## src/rtl/cbr_pkg.sv

```systemverilog
package cbr_pkg;
  // Instruction-cycle kind: running normally or idle after a taken branch
  typedef enum logic [0:0] {
    ST_RUN  = 1'b0,
    ST_IDLE = 1'b1
  } cyc_state_e;

  // Roles of the phases inside one instruction cycle
  localparam int PH_DEC = 0;  // decode and intake
  localparam int PH_LIT = 1;  // literal extension
  localparam int PH_ALU = 2;  // target sum
endpackage

```

## src/rtl/cbr_phase_ctr.sv

```systemverilog
module cbr_phase_ctr #(
  parameter int PHASES = 4,
  localparam int PH_W = (PHASES > 1) ? $clog2(PHASES) : 1
) (
  input  logic            clk,
  input  logic            rst,
  output logic [PH_W-1:0] phase,
  output logic            first,
  output logic            last
);
  localparam logic [PH_W-1:0] PH_LAST = PH_W'(PHASES - 1);

  always_ff @(posedge clk) begin
    if (rst)       phase <= '0;
    else if (last) phase <= '0;
    else           phase <= phase + 1'b1;
  end

  assign first = (phase == '0);
  assign last  = (phase == PH_LAST);
endmodule

```

## src/rtl/cbr_decode.sv

```systemverilog
module cbr_decode #(
  parameter int INS_W = 16,
  parameter int OFS_W = 8,
  parameter logic [INS_W-OFS_W-1:0] OPC = 8'hE2
) (
  input  logic [INS_W-1:0] word,
  output logic             match,
  output logic [OFS_W-1:0] lit
);
  // Opcode field sits above the offset field
  assign match = (word[INS_W-1:OFS_W] == OPC);
  assign lit   = word[OFS_W-1:0];
endmodule

```

## src/rtl/cbr_target.sv

```systemverilog
module cbr_target
  import cbr_pkg::*;
#(
  parameter int PC_W   = 21,
  parameter int OFS_W  = 8,
  parameter int PHASES = 4,
  localparam int PH_W = (PHASES > 1) ? $clog2(PHASES) : 1
) (
  input  logic             clk,
  input  logic             rst,
  input  logic [PH_W-1:0]  phase,
  input  logic [OFS_W-1:0] lit_q,
  input  logic [PC_W-1:0]  pc,
  output logic [PC_W-1:0]  tgt
);
  localparam int EXT_W = PC_W - OFS_W - 1;

  logic [PC_W-1:0] ofs_q;

  // Literal phase: sign-extend and double the word offset
  always_ff @(posedge clk) begin
    if (rst)
      ofs_q <= '0;
    else if (phase == PH_W'(PH_LIT))
      ofs_q <= {{EXT_W{lit_q[OFS_W-1]}}, lit_q, 1'b0};
  end

  // Sum phase: pc has already stepped past the branch word
  always_ff @(posedge clk) begin
    if (rst)
      tgt <= '0;
    else if (phase == PH_W'(PH_ALU))
      tgt <= pc + ofs_q;
  end
endmodule

```

## src/rtl/cbr_seq.sv

```systemverilog
module cbr_seq
  import cbr_pkg::*;
#(
  parameter int PC_W  = 21,
  parameter int OFS_W = 8,
  parameter logic [PC_W-1:0] RESET_PC = '0
) (
  input  logic             clk,
  input  logic             rst,
  input  logic             first,
  input  logic             last,
  input  logic             ins_valid,
  output logic             ins_ready,
  input  logic             match,
  input  logic [OFS_W-1:0] lit_in,
  input  logic             carry_in,
  input  logic [PC_W-1:0]  tgt,
  output logic [OFS_W-1:0] lit_q,
  output logic [PC_W-1:0]  pc,
  output logic             hold,
  output logic             flush
);
  localparam logic [PC_W-1:0] PC_STEP = PC_W'(2);

  cyc_state_e state;
  logic       pend;
  logic       bc_q;
  logic       cy_q;
  logic       accept;

  assign ins_ready = (state == ST_RUN) && first;
  assign accept    = ins_valid && ins_ready;
  assign hold      = (state == ST_IDLE);
  assign flush     = hold && first;

  always_ff @(posedge clk) begin
    if (rst) begin
      state <= ST_RUN;
      pend  <= 1'b0;
      bc_q  <= 1'b0;
      cy_q  <= 1'b0;
      lit_q <= '0;
      pc    <= RESET_PC;
    end else begin
      if (accept) begin
        pc    <= pc + PC_STEP;
        pend  <= 1'b1;
        bc_q  <= match;
        cy_q  <= carry_in;
        lit_q <= lit_in;
      end
      if (last) begin
        if (state == ST_IDLE) begin
          state <= ST_RUN;
        end else if (pend) begin
          pend <= 1'b0;
          if (bc_q && cy_q) begin
            pc    <= tgt;
            state <= ST_IDLE;
          end
        end
      end
    end
  end
endmodule

```

## src/rtl/cbr_pc_unit.sv

```systemverilog
module cbr_pc_unit #(
  parameter int PC_W   = 21,
  parameter int INS_W  = 16,
  parameter int OFS_W  = 8,
  parameter int PHASES = 4,
  localparam int PH_W = (PHASES > 1) ? $clog2(PHASES) : 1
) (
  input  logic             clk,
  input  logic             rst,
  input  logic             ins_valid,
  output logic             ins_ready,
  input  logic [INS_W-1:0] ins_word,
  input  logic             carry_in,
  output logic [PC_W-1:0]  pc_o,
  output logic [PH_W-1:0]  phase_o,
  output logic             hold_o,
  output logic             flush_o
);
  logic             ph_first;
  logic             ph_last;
  logic             dec_match;
  logic [OFS_W-1:0] dec_lit;
  logic [OFS_W-1:0] lit_q;
  logic [PC_W-1:0]  tgt;

  cbr_phase_ctr #(.PHASES(PHASES)) u_phase (
    .clk   (clk),
    .rst   (rst),
    .phase (phase_o),
    .first (ph_first),
    .last  (ph_last)
  );

  cbr_decode #(.INS_W(INS_W), .OFS_W(OFS_W)) u_dec (
    .word  (ins_word),
    .match (dec_match),
    .lit   (dec_lit)
  );

  cbr_target #(.PC_W(PC_W), .OFS_W(OFS_W), .PHASES(PHASES)) u_tgt (
    .clk   (clk),
    .rst   (rst),
    .phase (phase_o),
    .lit_q (lit_q),
    .pc    (pc_o),
    .tgt   (tgt)
  );

  cbr_seq #(.PC_W(PC_W), .OFS_W(OFS_W)) u_seq (
    .clk       (clk),
    .rst       (rst),
    .first     (ph_first),
    .last      (ph_last),
    .ins_valid (ins_valid),
    .ins_ready (ins_ready),
    .match     (dec_match),
    .lit_in    (dec_lit),
    .carry_in  (carry_in),
    .tgt       (tgt),
    .lit_q     (lit_q),
    .pc        (pc_o),
    .hold      (hold_o),
    .flush     (flush_o)
  );
endmodule

```

## config.mk

```make
export PLATFORM = sky130hd
export DESIGN_NAME = cbr_pc_unit
export DESIGN_NICKNAME = d
export VERILOG_FILES = /design/src/rtl/cbr_pkg.sv /design/src/rtl/cbr_phase_ctr.sv /design/src/rtl/cbr_decode.sv /design/src/rtl/cbr_target.sv /design/src/rtl/cbr_seq.sv /design/src/rtl/cbr_pc_unit.sv
export SDC_FILE = /design/constraint.sdc
export NUM_CORES = 1
export LEC_CHECK = 0
export ABC_AREA = 1
export CAP_MARGIN = 0
export CORE_MARGIN = 2
export CORE_UTILIZATION = 65
export CTS_CLUSTER_SIZE = 40
export DETAILED_ROUTE_END_ITERATION = 6
export DONT_BUFFER_PORTS = 1
export GPL_ROUTABILITY_DRIVEN = 0
export GPL_TIMING_DRIVEN = 0
export HOLD_SLACK_MARGIN = 0.12
export PLACE_DENSITY_LB_ADDON = 0.08
export SKIP_CTS_REPAIR_TIMING = 1
export SLEW_MARGIN = 30
export SYNTH_ARGS = -nofsm -noshare
export SYNTH_HDL_FRONTEND = slang
export SYNTH_SLANG_ARGS = --single-unit
```

## constraint.sdc

```tcl
create_clock -name clk -period 5.15 [get_ports clk]
set_clock_uncertainty 0.05 [all_clocks]
set_input_delay 1.03 -clock clk [delete_from_list [all_inputs] [get_ports clk]]
set_output_delay 1.03 -clock clk [all_outputs]
set_load 0.05 [all_outputs]
```

==> metrics.csv <==
stage,metric,value,unit
run_status,status,"finished, final reports clean",
drt,vias,3860,
cts,cts_tree,done,
floorplanning,dieArea,0.00676,sq mm
timing,slew_headroom,0.416,
cts,cts_buffers,9,
critical_path,path_max_fanout,5,
critical_path,crit_type,register to primary output,
yosys,ys_seq_area_frac,0.322,
place,place_hpwl,7400,um
timing,tightest_slew,0.872,ns
floorplanning,die_y,82.2,um
grt,grt_pass1_vias,3474,
critical_path,worst_r2r_path_depth,8,
drt,drt-initial-drc-count,252,
timing,fmax,0.325,GHz
final_layout,drive_gt1_frac,0.0608,
final_layout,nets,665,
final_layout,area_growth,8.22,%
cts,clk_pin_slew,0.07,ns
place,io_buffers,0,
cts,cts.sinks,64,
critical_path,crit_path_start_kind,register,
critical_path,reg2reg_to,u_tgt.tgt[10],
floorplanning,core.rowCount,28,
worst_hold_path,min_to,u_tgt.tgt[1],
place,place_area,0.00407,sq mm
drt,first_pass_iters,5,
drt,postRouteAntennaNets,0,
yosys,avgSynthCellArea,6.53,sq um
critical_path,worst_setup_path_end_kind,primary output,
yosys,ys_top_cells_by_area,"dfxtp_1 (32%), nand2_1 (14%), inv_1 (9.1%)",
critical_path,worst-path-buf-inv,2,
final_layout,num_antenna_cells,0,
grt,antenna_found_initial,0,
worst_hold_path,hold_depth,2,
drt,routed_wl,9590,um
critical_path,crit_family,simple AND/OR/NAND/NOR gates,
floorplanning,die_w,82.2,um
critical_path,timing.rr.start,u_seq.pc[8],
timing,min_period,3.08,ns
critical_path,regToRegSetupSlack,2.78,ns
yosys,synth-seq-cells,64,
timing,rsz0062_at_grt,no,
floorplanning,ios,46,
critical_path,cp_cell_sequence,inv_1 -> ha_1 -> inv_1 -> nor2_1,
place,place_ws,2.42,ns
yosys,synth_top_area_frac,0.322,
floorplanning,core,0.00592,sq mm
power_and_ir_drop,power_density,293,mW/mm^2
grt,grt_pass1_wl,15400,um
floorplanning,initial_core_util,0.671,
critical_path,crit_arrival,2.00,ns
critical_path,critPathMaxStageDelay,0.66,ns
yosys,synthesis.area,0.00398,sq mm
critical_path,crit_path_frequent_cell,inv_1,
flow_run,drv_cap,0,
yosys,yosysUniqueCellTypes,40,
timing,setup_ws,2.07,ns
critical_path,critPathRequiredTime,4.07,ns
drt,via_per_inst,5.51,
timing,setup_viol,0,
cts,clock_path_buffers,2,
grt,grt_usage,0.301,
drt,drcViolationCount,0,
timing,hold_violations,0,
yosys,synth_warnings,0,
power_and_ir_drop,power,0.00126,W
timing,finalCritPeriodShare,0.598,
yosys,syn_nets,654,
yosys,synth_top_area_cell,dfxtp_1,
timing,slew_violations,0,
cts,clockRootBuffer,clkbuf_8,
drt,wl_per_cell,13.7,um
final_layout,design_area,0.00430,sq mm
worst_hold_path,hp-class,register to register,
grt,grt_overflow,0,
final_layout,fillerInstances,496,
grt,grt_max_degree,15,
critical_path,startpoint,u_phase.phase[0],
cts,insertion_delay,0.35,ns
cts,cts_max_level,3,
timing,finalSetupTns,0,ns
worst_hold_path,min_from,u_tgt.tgt[1],
power_and_ir_drop,ir_worst_vdd,0.220,mV
critical_path,crit_path_top_delay_cell,nor2_1,
power_and_ir_drop,p_leak,2.22,nW
yosys,postSynthCellCount,609,
logic make-up (layout without fill, tap and decap cells):
group                    after synthesis  count (layout)  synth area share
AND/OR/NAND/NOR                      284             284             0.308
buffers and inverters                114             130             0.109
AO/OA/AOI/OAI                        104             104             0.140
flip-flops                            64              64             0.322
adder cells (fa/ha/maj)               25              25            0.0806
XOR/XNOR                              17              17            0.0375
multiplexers                           1               1           0.00252
worst reg2reg max path, delay by kind of cell (launching register included):
family / cells / cell delay, ns
XOR/XNOR: 1 / 0.19
adder cells (fa/ha/maj): 1 / 0.39
AND/OR/NAND/NOR: 2 / 0.33
buffers and inverters: 2 / 0.13
AO/OA/AOI/OAI: 2 / 0.41
flip-flops: 1 / 0.77
Yosys cell counts, drive strengths merged:
| cell | n |
|---|---|
| nor3 | 7 |
| clkbuf | 8 |
| nand3 | 40 |
| mux2i | 1 |
| ha | 24 |
| nand4 | 5 |
| nor4b | 1 |
| a21oi | 43 |
| or3 | 1 |
| o221ai | 1 |
| nand3b | 1 |
| nor2 | 70 |
| inv | 100 |
| and2 | 2 |
| o22ai | 4 |
| buf | 6 |
| o211ai | 1 |
| xor2 | 14 |
| xnor2 | 3 |
| o21ai | 50 |
| fa | 1 |
| a31oi | 2 |
| or2 | 1 |
| nand2 | 156 |
| o21bai | 3 |
| dfxtp | 64 |
sequential cells by signal, summed over array words and instances (netlist names):
register	count
u_tgt.tgt	21
u_seq.hold	1
u_phase.phase	2
u_seq.lit_q	8
u_seq.pend	1
u_seq.pc	21
u_seq.cy_q	1
u_tgt.ofs_q	8
u_seq.bc_q	1
final cells by class:
type / count / area, sq um / share of cell area
multi-input combinational: 431 / 2260 / 0.525
tap: 75 / 93.8 / 0.0218
sequential: 64 / 1280 / 0.298
clock buffer: 14 / 173 / 0.0401
buffer: 14 / 58.8 / 0.0137
inverter: 100 / 375 / 0.0873
clock inverter: 2 / 60.1 / 0.0140
report_power, final:
| part | total (W) | switching (W) | internal [W] |
|---|---|---|---|
| combinational | 0.000181 | 0.000120 | 0.0000612 |
| sequential | 0.000572 | 0.0000393 | 0.000532 |
| clock | 0.000509 | 0.000196 | 0.000313 |
how the worst max path moves through the flow:
stage	end	slack [ns]	depth (start not counted)
floorplan	ins_ready	2.51	4
global route	ins_ready	1.94	4
global placement	ins_ready	2.47	4
CTS	ins_ready	2.05	4
finish	ins_ready	2.07	4
detailed placement	ins_ready	2.42	4
layout by cell type (no fill, tap or decap), types with 2 or more instances in the layout:
master and n:
a21oi_1 42, a31oi_1 2, and2_1 2, buf_2 5
bufinv_16 2, clkbuf_1 10, clkbuf_8 12, dfxtp_1 64
ha_1 24, inv_1 96, inv_2 4, nand2_1 152
nand2_2 3, nand3_1 37, nand3_2 2, nand4_1 5
nor2_1 67, nor3_1 6, o21ai_0 48, o21bai_1 3
o22ai_1 3, xnor2_1 3, xor2_1 14
routing by layer:
metal  GRT usage  up-vias  wire length, um
met5           0        -                0
met4      0.0883        0              124
met3      0.0554       13              676
met2       0.477      117             4320
met1       0.416     1769             4470
li1            -     1961                -
stage by stage:
step                      instances   util  hold WS (ns)
final                           700  0.727         0.413
after global routing            700  0.727         0.440
after CTS                       700  0.727         0.415
after detailed placement        684  0.687         0.403
after global placement          684  0.687         0.390
after floorplan                 609      -         0.372
(Power assumes the default switching activity.)
